### src/rtl/bypass_pkg.sv
package bypass_pkg;
  typedef enum logic [1:0] {
    OPSEL_RF  = 2'b00,
    OPSEL_WB  = 2'b01,
    OPSEL_MEM = 2'b10
  } opsel_e;
endpackage

### src/rtl/bypass_src_sel.sv
module bypass_src_sel
  import bypass_pkg::*;
#(
  parameter int RAW = 5
) (
  input  logic [RAW-1:0] src,
  input  logic           m_we,
  input  logic           m_load,
  input  logic [RAW-1:0] m_rd,
  input  logic           w_we,
  input  logic [RAW-1:0] w_rd,
  output opsel_e         sel
);
  logic mem_hit, wb_hit;

  // The memory-stage value is an ALU result only when the instruction is not a load.
  assign mem_hit = m_we && !m_load && (m_rd != '0) && (m_rd == src);
  assign wb_hit  = w_we && (w_rd != '0) && (w_rd == src);

  always_comb begin
    if (mem_hit)     sel = OPSEL_MEM;
    else if (wb_hit) sel = OPSEL_WB;
    else             sel = OPSEL_RF;
  end
endmodule

### src/rtl/bypass_store_sel.sv
module bypass_store_sel #(
  parameter int RAW = 5
) (
  input  logic           m_store,
  input  logic [RAW-1:0] m_rt,
  input  logic           w_we,
  input  logic [RAW-1:0] w_rd,
  output logic           take_wb
);
  assign take_wb = m_store && w_we && (w_rd != '0) && (w_rd == m_rt);
endmodule

### src/rtl/bypass_load_use.sv
module bypass_load_use #(
  parameter int RAW = 5
) (
  input  logic [RAW-1:0] d_rs,
  input  logic [RAW-1:0] d_rt,
  input  logic           d_rs_used,
  input  logic           d_rt_used,
  input  logic           d_is_store,
  input  logic [RAW-1:0] x_rd,
  input  logic           x_we,
  input  logic           x_load,
  output logic           stall
);
  logic live_load, rs_dep, rt_dep;

  assign live_load = x_load && x_we && (x_rd != '0);
  assign rs_dep    = d_rs_used && (d_rs == x_rd);
  // Store data can be caught later on the memory-to-memory path.
  assign rt_dep    = d_rt_used && !d_is_store && (d_rt == x_rd);
  assign stall     = live_load && (rs_dep || rt_dep);
endmodule

### src/rtl/bypass_ctrl.sv
module bypass_ctrl
  import bypass_pkg::*;
#(
  parameter int RAW = 5
) (
  input  logic [RAW-1:0] d_rs,
  input  logic [RAW-1:0] d_rt,
  input  logic           d_rs_used,
  input  logic           d_rt_used,
  input  logic           d_is_store,
  input  logic [RAW-1:0] x_rs,
  input  logic [RAW-1:0] x_rt,
  input  logic [RAW-1:0] x_rd,
  input  logic           x_we,
  input  logic           x_load,
  input  logic [RAW-1:0] m_rd,
  input  logic [RAW-1:0] m_rt,
  input  logic           m_we,
  input  logic           m_load,
  input  logic           m_store,
  input  logic [RAW-1:0] w_rd,
  input  logic           w_we,
  output logic [1:0]     sel_a,
  output logic [1:0]     sel_b,
  output logic           sel_st,
  output logic           hold_fetch,
  output logic           hold_decode,
  output logic           bubble_exec
);
  localparam int NOPS = 2;

  logic [RAW-1:0] srcs [NOPS];
  opsel_e         sels [NOPS];
  logic           stall;

  assign srcs[0] = x_rs;
  assign srcs[1] = x_rt;

  for (genvar g = 0; g < NOPS; g++) begin : g_opnd
    bypass_src_sel #(.RAW(RAW)) u_sel (
      .src   (srcs[g]),
      .m_we  (m_we),
      .m_load(m_load),
      .m_rd  (m_rd),
      .w_we  (w_we),
      .w_rd  (w_rd),
      .sel   (sels[g])
    );
  end

  bypass_store_sel #(.RAW(RAW)) u_st (
    .m_store(m_store),
    .m_rt   (m_rt),
    .w_we   (w_we),
    .w_rd   (w_rd),
    .take_wb(sel_st)
  );

  bypass_load_use #(.RAW(RAW)) u_lu (
    .d_rs      (d_rs),
    .d_rt      (d_rt),
    .d_rs_used (d_rs_used),
    .d_rt_used (d_rt_used),
    .d_is_store(d_is_store),
    .x_rd      (x_rd),
    .x_we      (x_we),
    .x_load    (x_load),
    .stall     (stall)
  );

  assign sel_a       = sels[0];
  assign sel_b       = sels[1];
  assign hold_fetch  = stall;
  assign hold_decode = stall;
  assign bubble_exec = stall;
endmodule

### config.mk
export PLATFORM = sky130hd
export DESIGN_NAME = bypass_ctrl
export DESIGN_NICKNAME = d
export VERILOG_FILES = /design/src/rtl/bypass_pkg.sv /design/src/rtl/bypass_src_sel.sv /design/src/rtl/bypass_store_sel.sv /design/src/rtl/bypass_load_use.sv /design/src/rtl/bypass_ctrl.sv
export SDC_FILE = /design/constraint.sdc
export NUM_CORES = 1
export LEC_CHECK = 0
export BUFFER_PORTS_ARGS = -buffer_cell sky130_fd_sc_hd__buf_2
export CORE_UTILIZATION = 41
export DETAILED_ROUTE_END_ITERATION = 10
export GPL_ROUTABILITY_DRIVEN = 0
export PLACE_DENSITY = 0.95
export SYNTH_ARGS = -nofsm -noshare
export SYNTH_HDL_FRONTEND = slang
export SYNTH_HIERARCHICAL = 1
export SYNTH_SLANG_ARGS = --single-unit
### constraint.sdc
create_clock -name vclk -period 1.95
set_input_delay 0.0975 -clock vclk [all_inputs]
set_output_delay 0.0975 -clock vclk [all_outputs]
set_load 0.02 [all_outputs]
==> results_dict.tcl, run 1 <==
set metrics [dict create \
    status "complete, no violations" \
    rows 13 \
    start_util 0.437 \
    power-per-cell-area_mw_per_mm2 196 \
    n_sequential_cell 0 \
    vias 727 \
    fin_setup_tns_ps 0 \
    nNetsFinal 177 \
    seq_area_frac_synth 0 \
    hp-class "primary input to output port" \
    grt_pass1_vias 612 \
    grt.total_usage 0.198 \
    die-area_mm2 0.00154 \
    vias_per_cell 5.16 \
    final.clkbuf_count 0 \
    syn_nets 122 \
    core_mm2 0.00130 \
    slew_violations 0 \
    grt_pass1_wl_um 2190 \
    max_freq_mhz 767 \
    ioPinCount 57 \
    crit_chain "buf_2, xor2_1, nor4_1, nand4b_1, a21oi_1, buf_2" \
    ys_warn_count 6 \
    endpoint_kind "output port" \
    worst_pin_slew_ps 297 \
    post_cts_resized 0 \
    cp_max_fo 3 \
    first_pass_iters 4 \
    synthDistinctLibCells 17 \
    grt_max_degree 6 \
    cp.arrival_ps 1210 \
    start_kind "primary input" \
    min_period_over_period 0.668 \
    routed_wl_um 1580 \
    final_cell_mix "57 x buf_2, 16 x xor2_1, 14 x xnor2_1, 7 x nor4_1, 6 x nand3_1" \
    drv_cap 0 \
    antenna_cells 0 \
    peakVddDrop_mv 0.115 \
    dieWidth_um 39.2 \
    worstHoldStart "x_load" \
    drive_gt1_frac 0.500 \
    cts_hold_buf 0 \
    syn_inst 73 \
    slew_headroom 0.801 \
    startpoint "x_rd[4]" \
    power_w 0.000165 \
    finalHoldViolations 0 \
    cpPeakStageDelay_ps 310 \
    path_delay_family "simple AND/OR/NAND/NOR gates" \
    critPathRequiredTime_ps 1850 \
    dp_hpwl_um 1450 \
    cp_num_buf_inv 2 \
    crit_path_top_delay_cell "nor4_1" \
    syn_area_um2 568 \
    syn2layout_area_growth_pct 48.2 \
    drt-initial-drc-count 10 \
    drc_errors 0 \
    p_leak_nw 0.415 \
    layout_commonest_cell "buf_2" \
    synth.avg_cell_area_um2 7.78 \
    seq_area_um2 0 \
    rsz0062_at_grt "false" \
    grt_antenna_before_repair 0 \
    drtAntennaViolNets 0 \
    port_buffers 57 \
    critPathKind "primary input to output port" \
    crit_top_cell "buf_2" \
    overflow 0 \
    setup_violations 0 \
    wl_per_cell_um 11.2 \
    die_h_um 39.2 \
    fin_crit_ps 1300 \
    cts_setup_buffers 0 \
]
-- Yosys cell counts --
master,number,area [um2]
nor3b_2,1,12.5
inv_1,5,18.8
xnor2_1,14,123
o21ai_0,3,15.0
o211ai_2,1,12.5
o211ai_1,2,15.0
nor4b_4,2,47.6
nand3_1,6,30.0
nor4_1,7,43.8
nand4b_1,1,8.76
nor3_1,4,20.0
o2111ai_1,1,8.76
buf_4,4,30.0
a21oi_1,3,15.0
or4_1,1,7.51
xor2_1,16,140
nor3_2,2,20.0
-- report_power, final --
group | leakage [nW] | internal, W | switching [W]
Sequential | 0 | 0 | 0
Combinational | 0.415 | 0.0000832 | 0.0000817
Clock | 0 | 0 | 0
-- stage by stage --
step,hold WS (ps),cells,area (um2),util,setup WS (ps)
after floorplan,322,73,568,-,579
after global placement,554,141,842,0.647,695
after detailed placement,557,141,842,0.647,620
after CTS,557,141,842,0.647,620
after global routing,593,141,842,0.647,513
final,552,141,842,0.647,647
-- final cells by class --
| class | count | area (um2) |
|---|---|---|
| Fill cell | 104 | 459 |
| Inverter | 5 | 18.8 |
| Multi-Input combinational cell | 64 | 519 |
| Tap cell | 15 | 18.8 |
| Timing Repair Buffer | 57 | 285 |
-- cell families (layout without fill, tap and decap cells) --
kind of cell / count (synthesis) / count (layout) / synth area share
buffers and inverters: 9 / 62 / 0.0859
AND/OR/NAND/NOR: 24 / 24 / 0.335
AO/OA/AOI/OAI: 10 / 10 / 0.117
XOR/XNOR: 30 / 30 / 0.463
-- metal layers --
layer | wire, um | vias to the layer above | share of wire | GRT usage
met4 | 0 | 0 | 0 | 0
met3 | 190 | 0 | 0.12 | 0.0173
li1 | - | 369 | - | -
met1 | 561 | 304 | 0.36 | 0.176
met5 | 0 | - | 0 | 0
met2 | 823 | 54 | 0.52 | 0.467
-- worst paths after layout --
kind,to,slack (ps),cells past startpoint
setup / recovery,hold_fetch,650,6
hold / removal,bubble_exec,550,4
-- tightest hold or removal path: stages --
cell	delay (ps)
buf_2	100
o211ai_2	50
a21oi_1	50
buf_2	150
No activity file was read; power rests on OpenSTA's default activity.
==> run 2, diff against run 1 <==
--- a/config.mk
+++ b/config.mk
@@ -5,11 +5,12 @@
 export SDC_FILE = /design/constraint.sdc
 export NUM_CORES = 1
 export LEC_CHECK = 0
+export ABC_AREA = 1
 export BUFFER_PORTS_ARGS = -buffer_cell sky130_fd_sc_hd__buf_2
-export CORE_UTILIZATION = 41
+export CORE_UTILIZATION = 40
 export DETAILED_ROUTE_END_ITERATION = 10
 export GPL_ROUTABILITY_DRIVEN = 0
-export PLACE_DENSITY = 0.95
+export PLACE_DENSITY = 0.92
 export SYNTH_ARGS = -nofsm -noshare
 export SYNTH_HDL_FRONTEND = slang
 export SYNTH_HIERARCHICAL = 1
==> constraint.sdc (replaced) <==
create_clock -name vclk -period 1.1
set_input_delay 0.055 -clock vclk [all_inputs]
set_output_delay 0.055 -clock vclk [all_outputs]
set_load 0.02 [all_outputs]
==> results_dict.tcl, run 2 <==
set metrics [dict create \
    grtUsageMet2 0.341 \
    seq_area_frac_synth 0 \
    endpoint_kind "output port" \
    syn2layout_area_growth_pct 35.0 \
    final_cell_mix "98 x nand2_1, 57 x buf_2, 52 x inv_1, 30 x nor2_1, 10 x nand3_1" \
    synthTopCellsByArea "nand2_1 44%, inv_1 23%, nor2_1 13%" \
    path_delay_family "buffers and inverters" \
    critPathRequiredTime_ps 1040 \
    seq_area_um2 0 \
    cts_setup_buffers 0 \
    rows 16 \
    grt.total_usage 0.193 \
    cp_num_buf_inv 3 \
    dp.cells 290 \
    max_freq_mhz 1010 \
    start_kind "primary input" \
    use_met3 0 \
    synth_top_family_by_area "simple AND/OR/NAND/NOR gates" \
    power.internal_w 0.000145 \
    post_cts_resized 0 \
    synth.avg_cell_area_um2 3.99 \
    worst_pin_slew_ps 178 \
    drt-initial-drc-count 19 \
    switching_share 0.577 \
    die_h_um 47.7 \
    post-synth-top-area-cell "nand2_1" \
    combPwrFrac 1.000 \
    cp_max_fo 3 \
    ys_warn_count 6 \
    ioPinCount 57 \
    slew_headroom 0.881 \
    power-per-cell-area_mw_per_mm2 304 \
    syn_nets 259 \
    synthTopCellsByCount "98 x nand2_1, 52 x inv_1, 30 x nor2_1" \
    grt_pass1_vias 889 \
    crit_chain "buf_2, inv_1, nand2_1, nand2_1, nor2_1, nand3_1, a21oi_2, buf_2" \
    finalHoldViolations 0 \
    core_mm2 0.00196 \
    layout_commonest_cell "nand2_1" \
    cts_hold_buf 0 \
    stdcell_count 290 \
    grt-busiest-layer "met2" \
    dieWidth_um 47.7 \
    crit_path_top_delay_cell "buf_2" \
    antenna_cells 0 \
    slew_violations 0 \
    syn_inst 210 \
    synthDistinctLibCells 11 \
    fin_setup_tns_ps 0 \
    overflow 0 \
    drc_errors 0 \
    synthAdderAreaFrac 0 \
    cpPeakStageDelay_ps 190 \
    vias 1262 \
    pwr-share-seq 0 \
    synth_compound_area_frac 0.0478 \
    yosysMostFrequentCell "nand2_1" \
    hold_slack_ps 519 \
    min_path_cells 4 \
    clkPwrFrac 0 \
    drv_cap 0 \
    yosys.area_share.simple 0.670 \
    peakVddDrop_mv 0.142 \
    vias_per_cell 4.35 \
    grt_max_degree 8 \
    nNetsFinal 314 \
    setup_violations 0 \
    synth_top_area_frac 0.439 \
    final.clkbuf_count 0 \
    port_buffers 57 \
    cp.arrival_ps 930 \
    power_w 0.000343 \
    drive_gt1_frac 0.240 \
    power_switching_w 0.000198 \
    worstHoldStart "x_load" \
    first_pass_iters 4 \
    grt_util_met1 0.280 \
    synth_xor_area_frac 0 \
    p_leak_nw 0.887 \
    fin_crit_ps 987 \
    synthMuxAreaShare 0 \
    min_period_over_period 0.898 \
    drtAntennaViolNets 0 \
    grt_pass1_wl_um 3370 \
    status "complete, no violations" \
    die-area_mm2 0.00228 \
    dp_hpwl_um 1920 \
    critPathKind "primary input to output port" \
    hp-class "primary input to output port" \
    grt_antenna_before_repair 0 \
    hold_end "bubble_exec" \
    syn_area_um2 837 \
    n_sequential_cell 0 \
    routed_wl_um 2280 \
    start_util 0.427 \
    place_ws_ps 151 \
    wl_per_cell_um 7.85 \
    setup_ws_ps 113 \
]
## run 2: cell types whose count changed after synthesis, sizes merged, moves of 4 or more
| cell | change |
|---|---|
| inv | +50 |
| nand2 | +98 |
| nand3 | +4 |
| nor2 | +32 |
| nor3 | -5 |
| nor4 | -7 |
| xnor2 | -14 |
| xor2 | -16 |
## run 2: stage by stage
| stage | util | cell area [um2] |
|---|---|---|
| after floorplan | - | 837 |
| after global placement | 0.574 | 1130 |
| after detailed placement | 0.574 | 1130 |
| after CTS | 0.574 | 1130 |
| after global routing | 0.576 | 1130 |
| final | 0.576 | 1130 |
## run 2: power groups by stage
stage          Combinational (W)  Sequential (W)  Clock (W)
2_1_floorplan           0.000184               0          0
3_3_place_gp            0.000332               0          0
3_5_place_dp            0.000338               0          0
4_1_cts                 0.000340               0          0
5_1_grt                 0.000399               0          0
6_report                0.000343               0          0
## run 2: worst max-delay path by stage
stage | start | endpoint | slack (ps) | depth (start not counted)
2_1_floorplan | x_rd[3] | hold_decode | 20 | 7
3_3_place_gp | x_rd[3] | bubble_exec | 160 | 8
3_5_place_dp | x_rd[3] | hold_decode | 150 | 8
4_1_cts | x_rd[3] | hold_decode | 140 | 8
5_1_grt | x_rd[3] | bubble_exec | -20 | 8
6_report | x_rd[3] | hold_decode | 110 | 8
## run 2: logic make-up after synthesis
| logic type | count (synthesis) |
|---|---|
| compound gates | 8 |
| buf+inv | 59 |
| simple gates | 143 |
## run 2: layout make-up
type                       count  area (um2)
multi-input combinational    151         604
tap                           27        33.8
inverter                      55         206
fill                         224         832
timing repair buffer          57         285
## run 2: layer usage
| metal | routed length, um | part of all wire | up-vias |
|---|---|---|---|
| met3 | 99 | 0.043 | 0 |
| met5 | 0 | 0 | - |
| met4 | 0 | 0 | 0 |
| met1 | 1120 | 0.49 | 523 |
| met2 | 1060 | 0.46 | 36 |
| li1 | - | - | 703 |
## run 2: worst min-delay path: cells and delay by family
kind,cells,cell delay (ps)
AND/OR/NAND/NOR,1,110
buffers and inverters,2,240
AO/OA/AOI/OAI,1,60
==> run 3, diff against run 2 <==
--- a/config.mk
+++ b/config.mk
@@ -6,11 +6,14 @@
 export NUM_CORES = 1
 export LEC_CHECK = 0
 export ABC_AREA = 1
+export ABC_CLOCK_PERIOD_IN_PS = 1100
 export BUFFER_PORTS_ARGS = -buffer_cell sky130_fd_sc_hd__buf_2
+export CORE_ASPECT_RATIO = 1.2
 export CORE_UTILIZATION = 40
 export DETAILED_ROUTE_END_ITERATION = 10
 export GPL_ROUTABILITY_DRIVEN = 0
 export PLACE_DENSITY = 0.92
+export SETUP_SLACK_MARGIN = 0.2
 export SYNTH_ARGS = -nofsm -noshare
 export SYNTH_HDL_FRONTEND = slang
 export SYNTH_HIERARCHICAL = 1
==> results_dict.tcl, run 3 (synthesized netlist as in run 2, its figures left out) <==
set metrics [dict create \
    status "finished, violations left" \
    violations "DRC" \
    dieWidth_um 43.8 \
    drt-initial-drc-count 34 \
    p_leak_nw 0.922 \
    worst_pin_slew_ps 182 \
    fin_area_mm2 0.00133 \
    drv_cap 0 \
    hp-class "primary input to output port" \
    drc_errors 4 \
    nNetsFinal 315 \
    place_ws_ps 174 \
    setup_ws_ps 132 \
    critPathRequiredTime_ps 1040 \
    finalHoldViolations 0 \
    grt_max_degree 8 \
    first_pass_iters 7 \
    fin_setup_tns_ps 0 \
    startpoint "x_rd[0]" \
    grt_pass1_vias 996 \
    port_buffers 57 \
    final.clkbuf_count 0 \
    final_cell_mix "93 x nand2_1, 37 x inv_1, 33 x buf_2, 26 x nor2_1, 17 x inv_2" \
    rows 17 \
    die_h_um 52.1 \
    hold_slack_ps 502 \
    endpoint_kind "output port" \
    n_sequential_cell 0 \
    grt_pass1_wl_um 3500 \
    grt.total_usage 0.189 \
    routed_wl_um 2650 \
    power_w 0.000429 \
    overflow 0 \
    setup_violations 0 \
    drive_gt1_frac 0.356 \
    slew_headroom 0.879 \
    worstHoldStart "x_load" \
    wl_per_cell_um 9.36 \
    seq_area_um2 0 \
    ioPinCount 57 \
    drtAntennaViolNets 0 \
    cp.arrival_ps 910 \
    fin_crit_ps 968 \
    dp_hpwl_um 1890 \
    vias 1316 \
    peakVddDrop_mv 0.167 \
    cts_hold_buf 0 \
    power-per-cell-area_mw_per_mm2 322 \
    rsz0062_at_grt "true" \
    vias_per_cell 4.65 \
    min_period_over_period 0.880 \
    start_kind "primary input" \
    die-area_mm2 0.00228 \
    start_util 0.442 \
    core_mm2 0.00189 \
    layout_commonest_cell "nand2_1" \
    max_freq_mhz 1030 \
    placed_area_mm2 0.00113 \
    cp_max_fo 4 \
    syn2layout_area_growth_pct 59.2 \
    antenna_cells 0 \
    slew_violations 0 \
    critPathKind "primary input to output port" \
    grt_antenna_before_repair 0 \
]
[run 3: changes by cell type in the layout (fill, tap and decap cells not counted), moves of 3 or more]
cell,change
a21oi_1,-3
buf_2,-24
buf_4,+9
buf_6,+13
inv_1,-15
inv_2,+14
nand2_1,-5
nand2_2,+5
nand3_1,-3
nand3_2,+3
nor2_1,-4
nor2_2,+3
[run 3: per-stage QoR]
stage,utilization,cells
after detailed placement,0.596,282
after global routing,0.704,283
after floorplan,-,210
final,0.704,283
after global placement,0.596,282
after CTS,0.601,282
[run 3: area by class of cell]
type,count,area [um2]
Fill cell,157,561
Inverter,55,209
Multi-Input combinational cell,151,666
Tap cell,19,23.8
Timing Repair Buffer,58,434
[run 3: where the power goes]
| part | internal [W] | switching [W] | total (W) |
|---|---|---|---|
| combinational | 0.000203 | 0.000226 | 0.000429 |
| sequential | 0 | 0 | 0 |
| clock | 0 | 0 | 0 |
| total | 0.000203 | 0.000226 | 0.000429 |
[run 3: worst max-delay path: stages]
cell,delay [ps]
buf_2,110
inv_1,50
nand2_1,50
nand2_1,40
nor2_1,80
nand3_1,130
a21oi_4,230
buf_6,150
[run 3: what timing repair did]
action | 4_1_cts | 5_1_grt
setup buffers | 0 | 1
setup endpoints to repair | 4 | 8
pin swaps | 0 | 30
gates resized for setup | 4 | 72
cloned | 0 | 0
[run 3: final timing paths]
path	slack (ps)	cells past startpoint	endpoint
min	500	4	bubble_exec
max	130	8	hold_decode
[run 3: per-layer routing]
| metal | global-route usage | part of all wire | vias to the layer above |
|---|---|---|---|
| met3 | 0.00347 | 0.051 | 2 |
| met5 | 0 | 0 | - |
| met2 | 0.425 | 0.57 | 51 |
| met4 | 0 | 0.0053 | 0 |
| li1 | - | - | 707 |
| met1 | 0.192 | 0.37 | 556 |
